==> src/rtl/pgmap_pkg.sv <==
package pgmap_pkg;
  typedef enum logic {
    WR_WORD = 1'b0,
    WR_BYTE = 1'b1
  } wr_size_e;

  localparam int unsigned LANE_BITS = 2;
  localparam int unsigned STAGE_W   = 32;
endpackage

==> src/rtl/pgmap_wrmerge.sv <==
module pgmap_wrmerge
  import pgmap_pkg::*;
#(
  parameter int unsigned PA_W = 22
) (
  input  logic [PA_W-1:0]      cur,
  input  logic [15:0]          wdata,
  input  wr_size_e             size,
  input  logic [LANE_BITS-1:0] lane,
  output logic [PA_W-1:0]      nxt
);
  logic [STAGE_W-1:0] wide;
  logic [STAGE_W-1:0] lane_mask;
  logic [STAGE_W-1:0] lane_data;
  logic [STAGE_W-1:0] merged;

  always_comb begin
    wide = STAGE_W'(cur);
    if (size == WR_BYTE) begin
      lane_mask = STAGE_W'(32'h0000_00FF) << {lane, 3'b000};
      lane_data = STAGE_W'({24'd0, wdata[7:0]}) << {lane, 3'b000};
    end else begin
      lane_mask = STAGE_W'(32'h0000_FFFF) << {lane[1], 4'b0000};
      lane_data = STAGE_W'({16'd0, wdata}) << {lane[1], 4'b0000};
    end
    merged = (wide & ~lane_mask) | lane_data;
    nxt    = merged[PA_W-1:0] & ~PA_W'(1);
  end
endmodule

==> src/rtl/pgmap_bank.sv <==
module pgmap_bank
  import pgmap_pkg::*;
#(
  parameter int unsigned PA_W  = 22,
  parameter int unsigned IDX_W = 5,
  localparam int unsigned N_ENT = 1 << IDX_W
) (
  input  logic                 clk,
  input  logic                 rst_n,
  input  logic                 wr_en,
  input  wr_size_e             wr_size,
  input  logic [IDX_W-1:0]     wr_idx,
  input  logic [LANE_BITS-1:0] wr_lane,
  input  logic [15:0]          wr_data,
  input  logic [IDX_W-1:0]     rd_idx,
  output logic [PA_W-1:0]      rd_entry,
  input  logic [IDX_W-1:0]     xl_idx,
  output logic [PA_W-1:0]      xl_entry
);
  logic [PA_W-1:0] ent_q [N_ENT];
  logic [PA_W-1:0] ent_d [N_ENT];
  logic [PA_W-1:0] merged;

  pgmap_wrmerge #(.PA_W(PA_W)) u_merge (
    .cur   (ent_q[wr_idx]),
    .wdata (wr_data),
    .size  (wr_size),
    .lane  (wr_lane),
    .nxt   (merged)
  );

  for (genvar g = 0; g < N_ENT; g++) begin : g_ent
    always_comb begin
      ent_d[g] = ent_q[g];
      if (wr_en && (wr_idx == IDX_W'(g))) begin
        ent_d[g] = merged;
      end
    end

    always_ff @(posedge clk or negedge rst_n) begin
      if (!rst_n) begin
        ent_q[g] <= '0;
      end else begin
        ent_q[g] <= ent_d[g];
      end
    end
  end

  assign rd_entry = ent_q[rd_idx];
  assign xl_entry = ent_q[xl_idx];
endmodule

==> src/rtl/pgmap_xlate.sv <==
module pgmap_xlate #(
  parameter int unsigned BA_W  = 18,
  parameter int unsigned PA_W  = 22,
  parameter int unsigned OFF_W = 13,
  localparam int unsigned PG_W = BA_W - OFF_W
) (
  input  logic            clk,
  input  logic            rst_n,
  input  logic            req,
  input  logic            map_on,
  input  logic [BA_W-1:0] ba,
  input  logic [PA_W-1:0] entry,
  output logic            valid,
  output logic [PA_W-1:0] paddr
);
  localparam logic [PA_W-1:0] IO_BASE = {{(PA_W-OFF_W){1'b1}}, {OFF_W{1'b0}}};

  logic [PG_W-1:0]  page;
  logic [OFF_W-1:0] off;
  logic [PA_W-1:0]  result;
  logic             valid_d;
  logic [PA_W-1:0]  paddr_d;

  always_comb begin
    page = ba[BA_W-1:OFF_W];
    off  = ba[OFF_W-1:0];
    if (!map_on) begin
      result = PA_W'(ba);
    end else if (page == '1) begin
      result = IO_BASE + PA_W'(off);
    end else begin
      result = entry + PA_W'(off);
    end
    valid_d = req;
    paddr_d = req ? result : paddr;
  end

  always_ff @(posedge clk or negedge rst_n) begin
    if (!rst_n) begin
      valid <= 1'b0;
      paddr <= '0;
    end else begin
      valid <= valid_d;
      paddr <= paddr_d;
    end
  end
endmodule

==> src/rtl/bus_page_map.sv <==
module bus_page_map
  import pgmap_pkg::*;
#(
  parameter int unsigned BA_W  = 18,
  parameter int unsigned PA_W  = 22,
  parameter int unsigned OFF_W = 13,
  localparam int unsigned PG_W = BA_W - OFF_W,
  localparam int unsigned RA_W = PG_W + LANE_BITS
) (
  input  logic            clk,
  input  logic            rst_n,
  input  logic            reg_wr,
  input  logic            reg_byte,
  input  logic [RA_W-1:0] reg_addr,
  input  logic [15:0]     reg_wdata,
  output logic [15:0]     reg_rdata,
  input  logic            map_enable,
  input  logic            xl_req,
  input  logic [BA_W-1:0] xl_addr,
  output logic            xl_valid,
  output logic [PA_W-1:0] xl_paddr
);
  logic [PA_W-1:0] rd_entry;
  logic [PA_W-1:0] xl_entry;
  wr_size_e        wr_size;

  assign wr_size = reg_byte ? WR_BYTE : WR_WORD;

  pgmap_bank #(.PA_W(PA_W), .IDX_W(PG_W)) u_bank (
    .clk      (clk),
    .rst_n    (rst_n),
    .wr_en    (reg_wr),
    .wr_size  (wr_size),
    .wr_idx   (reg_addr[RA_W-1:LANE_BITS]),
    .wr_lane  (reg_addr[LANE_BITS-1:0]),
    .wr_data  (reg_wdata),
    .rd_idx   (reg_addr[RA_W-1:LANE_BITS]),
    .rd_entry (rd_entry),
    .xl_idx   (xl_addr[BA_W-1:OFF_W]),
    .xl_entry (xl_entry)
  );

  always_comb begin
    if (reg_addr[1]) begin
      reg_rdata = 16'(rd_entry[PA_W-1:16]);
    end else begin
      reg_rdata = rd_entry[15:0] & 16'hFFFE;
    end
  end

  pgmap_xlate #(.BA_W(BA_W), .PA_W(PA_W), .OFF_W(OFF_W)) u_xlate (
    .clk    (clk),
    .rst_n  (rst_n),
    .req    (xl_req),
    .map_on (map_enable),
    .ba     (xl_addr),
    .entry  (xl_entry),
    .valid  (xl_valid),
    .paddr  (xl_paddr)
  );
endmodule

==> config.mk <==
export PLATFORM = sky130hd
export DESIGN_NAME = bus_page_map
export DESIGN_NICKNAME = d
export VERILOG_FILES = /design/src/rtl/pgmap_pkg.sv /design/src/rtl/pgmap_wrmerge.sv /design/src/rtl/pgmap_bank.sv /design/src/rtl/pgmap_xlate.sv /design/src/rtl/bus_page_map.sv
export SDC_FILE = /design/constraint.sdc
export NUM_CORES = 2
export LEC_CHECK = 0
export ABC_CLOCK_PERIOD_IN_PS = 8800
export CORE_MARGIN = 4
export CORE_UTILIZATION = 65
export CTS_BUF_LIST = sky130_fd_sc_hd__clkbuf_8
export DETAILED_ROUTE_END_ITERATION = 10
export PLACE_DENSITY = 0.83
export SYNTH_ARGS = -nofsm -noshare
export SYNTH_HDL_FRONTEND = slang
export SYNTH_SLANG_ARGS = --single-unit
==> constraint.sdc <==
create_clock -name clk -period 8.8 [get_ports clk]
set_input_delay 0.88 -clock clk [delete_from_list [all_inputs] [get_ports clk]]
set_output_delay 0.88 -clock clk [all_outputs]
set_load 0.005 [all_outputs]
==> out/metrics.yaml <==
synth:
  yosys_warnings: 0
  xor_xnor_portion_of_the_synthesized_cell_area: 0.00253
  synth-main-ff-cell: "sky130_fd_sc_hd__dfrtp_1"
  synth_top_area_frac: 0.456
  synth.area.mux_share: 0.426
  synthesis.instances: 2696
  yosys_register_bits: 695
  yosysTopAreaCell: "sky130_fd_sc_hd__dfrtp_1"
  ys_types: 56
  synth-async-reset-ratio: 1.00
  synth.yosys.seq_area_share: 0.456
  most_common_library_cells_after_synthesis: "sky130_fd_sc_hd__mux2_2 (715), sky130_fd_sc_hd__dfrtp_1 (695), sky130_fd_sc_hd__mux4_2 (299)"
  average_cell_area_after_synthesis_sq_um: 14.1
  synth_enable_flop_cells: 0
  synth_compound_gate_area_share: 0.0442
  synth_adder_area_share: 0.00446
  synth_top_family_by_area: "multiplexers"
  most_common_cell_in_the_synthesized_netlist: "sky130_fd_sc_hd__mux2_2"
  synth.cell_area_sq_um: 38100
  synthSimpleGateAreaFrac: 0.0346
  synth_fp_nets: 2756
  post_synth_main_area_contributors: "sky130_fd_sc_hd__dfrtp_1 (46%), sky130_fd_sc_hd__mux2_2 (21%), sky130_fd_sc_hd__mux4_2 (18%), sky130_fd_sc_hd__mux2i_1 (3.8%), sky130_fd_sc_hd__clkbuf_1 (1.6%)"
setup_path:
  worst_reg2reg_path_depth: 15
  timing.critical_path.fanout_max: 48
  cp.required_ps: 9410
  critical_path_arrival_ps: 6120
  critical_path_class: "input pin to flop"
  regToRegEndpoint: "u_xlate.paddr[19]"
  timing.rr.start: "u_bank.ent_q[180]"
  endpoint_kind_of_the_worst_setup_timing_path: "flop"
  timing.critical_path.from: "xl_addr[15]"
  worstSetupStartpointType: "input pin"
  reg2reg_slack_ps: 4530
timing:
  max_clock_freq_ghz: 0.182
  timing.final.hold_violations: 0
  fin_setup_tns_ps: 0
  finalWorstPathRequiredPeriod_ps: 5510
  final.setup_skew_ps: 23.2
  post_layout_worst_setup_margin_ps: 3290
  finalMaxSlewViolations: 0
  rsz0062_at_grt: "no"
  fin_worst_hold_slack_ps: 225
  setup_violations: 0
  final.period_utilization: 0.626
  max_slew.worst_pin.slew_ps: 1400
  maxSlewHeadroom: 0.0656
placed_design:
  gpl.final_weighted_congestion: 0.899
  port-buffer-count: 85
  dp.final_hpwl_mm: 68.1
  place_ws_ps: 2790
detailed_routing:
  drt_iter0_markers: 2956
  drt-wirelength-per-cell_um: 31.6
  drt-pass1-iter-count: 7
  drc: 0
  antenna_left: 0
  vias: 26200
  wl_mm: 112
  routed_via_density: 7.39
layout:
  syn_to_final_growth_pct: 9.45
  finalNetCount: 2757
  ratio_of_cells_with_drive_above_1_in_the_final_layout: 0.465
die:
  dieHeight_um: 250
  placeableCoreArea_sq_um: 57900
  start_util: 0.659
  count_of_standard_cell_rows: 88
  io_pins: 86
  dieArea_sq_um: 62600
  floorplan.die.width_um: 250
clocking:
  cts_tree: "built"
  cts_resized: 0
  cts-htree-levels: 3
  clock_sinks: 695
  worst_setup_hold_path_clk_slew_ps: 60
  clock_latency_of_the_later_clocked_register_in_the_worst_skew_pair_ps: 740
  number_of_buffers_inserted_for_hold_repair_after_clock_tree_synthesis: 0
  clock_tree.root_cell: "sky130_fd_sc_hd__clkbuf_8"
  cts.path.max_buffers: 3
  postCtsSetupRepairBufs: 0
  cts_bufs_inserted: 114
hold_path:
  hp-class: "input pin to async pin"
global_routing:
  grt_usage: 0.357
  pin_count_of_the_biggest_net_entering_global_routing: 183
  gr-total-overflow: 0
  grt_pass1_vias: 26800
  antenna_violations_before_repair: 1
  grt_first_pass_wirelength_mm: 169
pwr:
  p_sw_frac: 0.297
  p_per_area_nw_per_um2: 216
  netSwitchingPower_mw: 2.68
  power.ir.vdd_worst_v: 0.000191
  leakagePower_nw: 18.8
  combinationalPowerShare: 0.224
  power_report.internal_total_mw: 6.35
  power.clock.fraction: 0.313
  seqPwrFrac: 0.462
outcome:
  status: "finished, final reports clean"
flow_run:
  timing.max_cap.violations: 0
-- sequential cells by signal, summed over array words and instances, names as in the netlist --
register	count
u_bank.ent_q	672
u_xlate.paddr	22
u_xlate.valid	1
-- layer usage --
layer,track usage,wire [um],part of all wire
met1,0.487,42000,0.37
met2,0.540,51800,0.46
met3,0.0891,11700,0.10
met4,0.184,6930,0.062
met5,0.00232,0,0
-- worst max-delay path: stages --
cell	delay, ps
sky130_fd_sc_hd__buf_2	520
sky130_fd_sc_hd__nand2b_2	800
sky130_fd_sc_hd__o21ai_0	500
sky130_fd_sc_hd__nand2_1	100
sky130_fd_sc_hd__nand2_1	80
sky130_fd_sc_hd__o221ai_1	110
sky130_fd_sc_hd__o21ai_0	670
sky130_fd_sc_hd__fa_1	390
sky130_fd_sc_hd__a211oi_1	120
sky130_fd_sc_hd__o21ai_0	300
sky130_fd_sc_hd__a41oi_1	210
sky130_fd_sc_hd__a21oi_1	570
sky130_fd_sc_hd__nand3_1	180
sky130_fd_sc_hd__or4b_1	480
sky130_fd_sc_hd__and3_1	170
-- how the worst max path moves through the flow --
stage / endpoint / slack (ps) / cells after the start
detailed placement: u_xlate.paddr[19] / 2790 / 15
global route: u_xlate.paddr[19] / 3180 / 15
CTS: reg_rdata[1] / 3450 / 8
global placement: u_xlate.paddr[19] / 2890 / 15
floorplan: u_xlate.paddr[13] / 3670 / 21
finish: u_xlate.paddr[19] / 3290 / 15
-- power groups by stage --
stage / registers [mW] / clock network, mW / logic [mW]
floorplan: 4.06 / 0 / 1.49
global placement: 4.13 / 0 / 1.92
detailed placement: 4.20 / 0 / 2.00
CTS: 4.15 / 2.85 / 2.01
global route: 4.23 / 3.00 / 2.15
finish: 4.18 / 2.83 / 2.02
-- final cells by class --
type | count | area, sq um
inverter | 8 | 30.0
clock inverter | 61 | 288
multi-input combinational | 1729 | 19700
clock buffer | 145 | 2000
antenna | 1 | 2.50
fill | 3743 | 16200
sequential | 695 | 17400
timing repair buffer | 149 | 1380
tap | 765 | 957
-- cells by family (layout without fill, tap and decap cells) --
group	after synthesis	count (layout)
muxes	1160	1160
DFF	695	695
and+or+nand+nor	280	280
buffers and inverters	272	363
AOI/OAI and AO/OA	265	265
adders and majority gates	13	13
xor gates and xnor gates	11	11
other	0	1
-- per-stage QoR --
step / std cells / power, mW / cell area, sq um / util
after floorplan: 2696 / 5.55 / 38100 / -
after CTS: 3552 / 9.01 / 41800 / 0.721
after global routing: 3553 / 9.38 / 41800 / 0.721
after detailed placement: 3346 / 6.20 / 39500 / 0.681
after global placement: 3346 / 6.05 / 39500 / 0.681
final: 3553 / 9.03 / 41800 / 0.721
-- placed cells by master (no fill, tap or decap), types with 7 or more instances in the layout --
| master | count |
|---|---|
| sky130_fd_sc_hd__nor2b_1 | 20 |
| sky130_fd_sc_hd__a221oi_1 | 9 |
| sky130_fd_sc_hd__nor2_1 | 54 |
| sky130_fd_sc_hd__nand3_1 | 24 |
| sky130_fd_sc_hd__inv_1 | 46 |
| sky130_fd_sc_hd__clkinv_2 | 20 |
| sky130_fd_sc_hd__a22oi_1 | 18 |
| sky130_fd_sc_hd__a21oi_2 | 7 |
| sky130_fd_sc_hd__nand2_1 | 102 |
| sky130_fd_sc_hd__a211oi_1 | 7 |
| sky130_fd_sc_hd__mux4_2 | 299 |
| sky130_fd_sc_hd__nand2b_1 | 14 |
| sky130_fd_sc_hd__a21oi_1 | 74 |
| sky130_fd_sc_hd__nor2_4 | 10 |
| sky130_fd_sc_hd__dfrtp_1 | 695 |
| sky130_fd_sc_hd__mux2_2 | 715 |
| sky130_fd_sc_hd__buf_4 | 61 |
| sky130_fd_sc_hd__nor3_1 | 7 |
| sky130_fd_sc_hd__a31oi_1 | 9 |
| sky130_fd_sc_hd__clkbuf_8 | 145 |
| sky130_fd_sc_hd__nand4_1 | 11 |
| sky130_fd_sc_hd__mux2i_1 | 146 |
| sky130_fd_sc_hd__ha_1 | 12 |
| sky130_fd_sc_hd__o21ai_0 | 58 |
| sky130_fd_sc_hd__o22ai_1 | 12 |
| sky130_fd_sc_hd__o22ai_2 | 8 |
| sky130_fd_sc_hd__clkdlybuf4s50_1 | 73 |
| sky130_fd_sc_hd__o221ai_1 | 37 |
No activity file was read; power rests on OpenSTA's default activity.
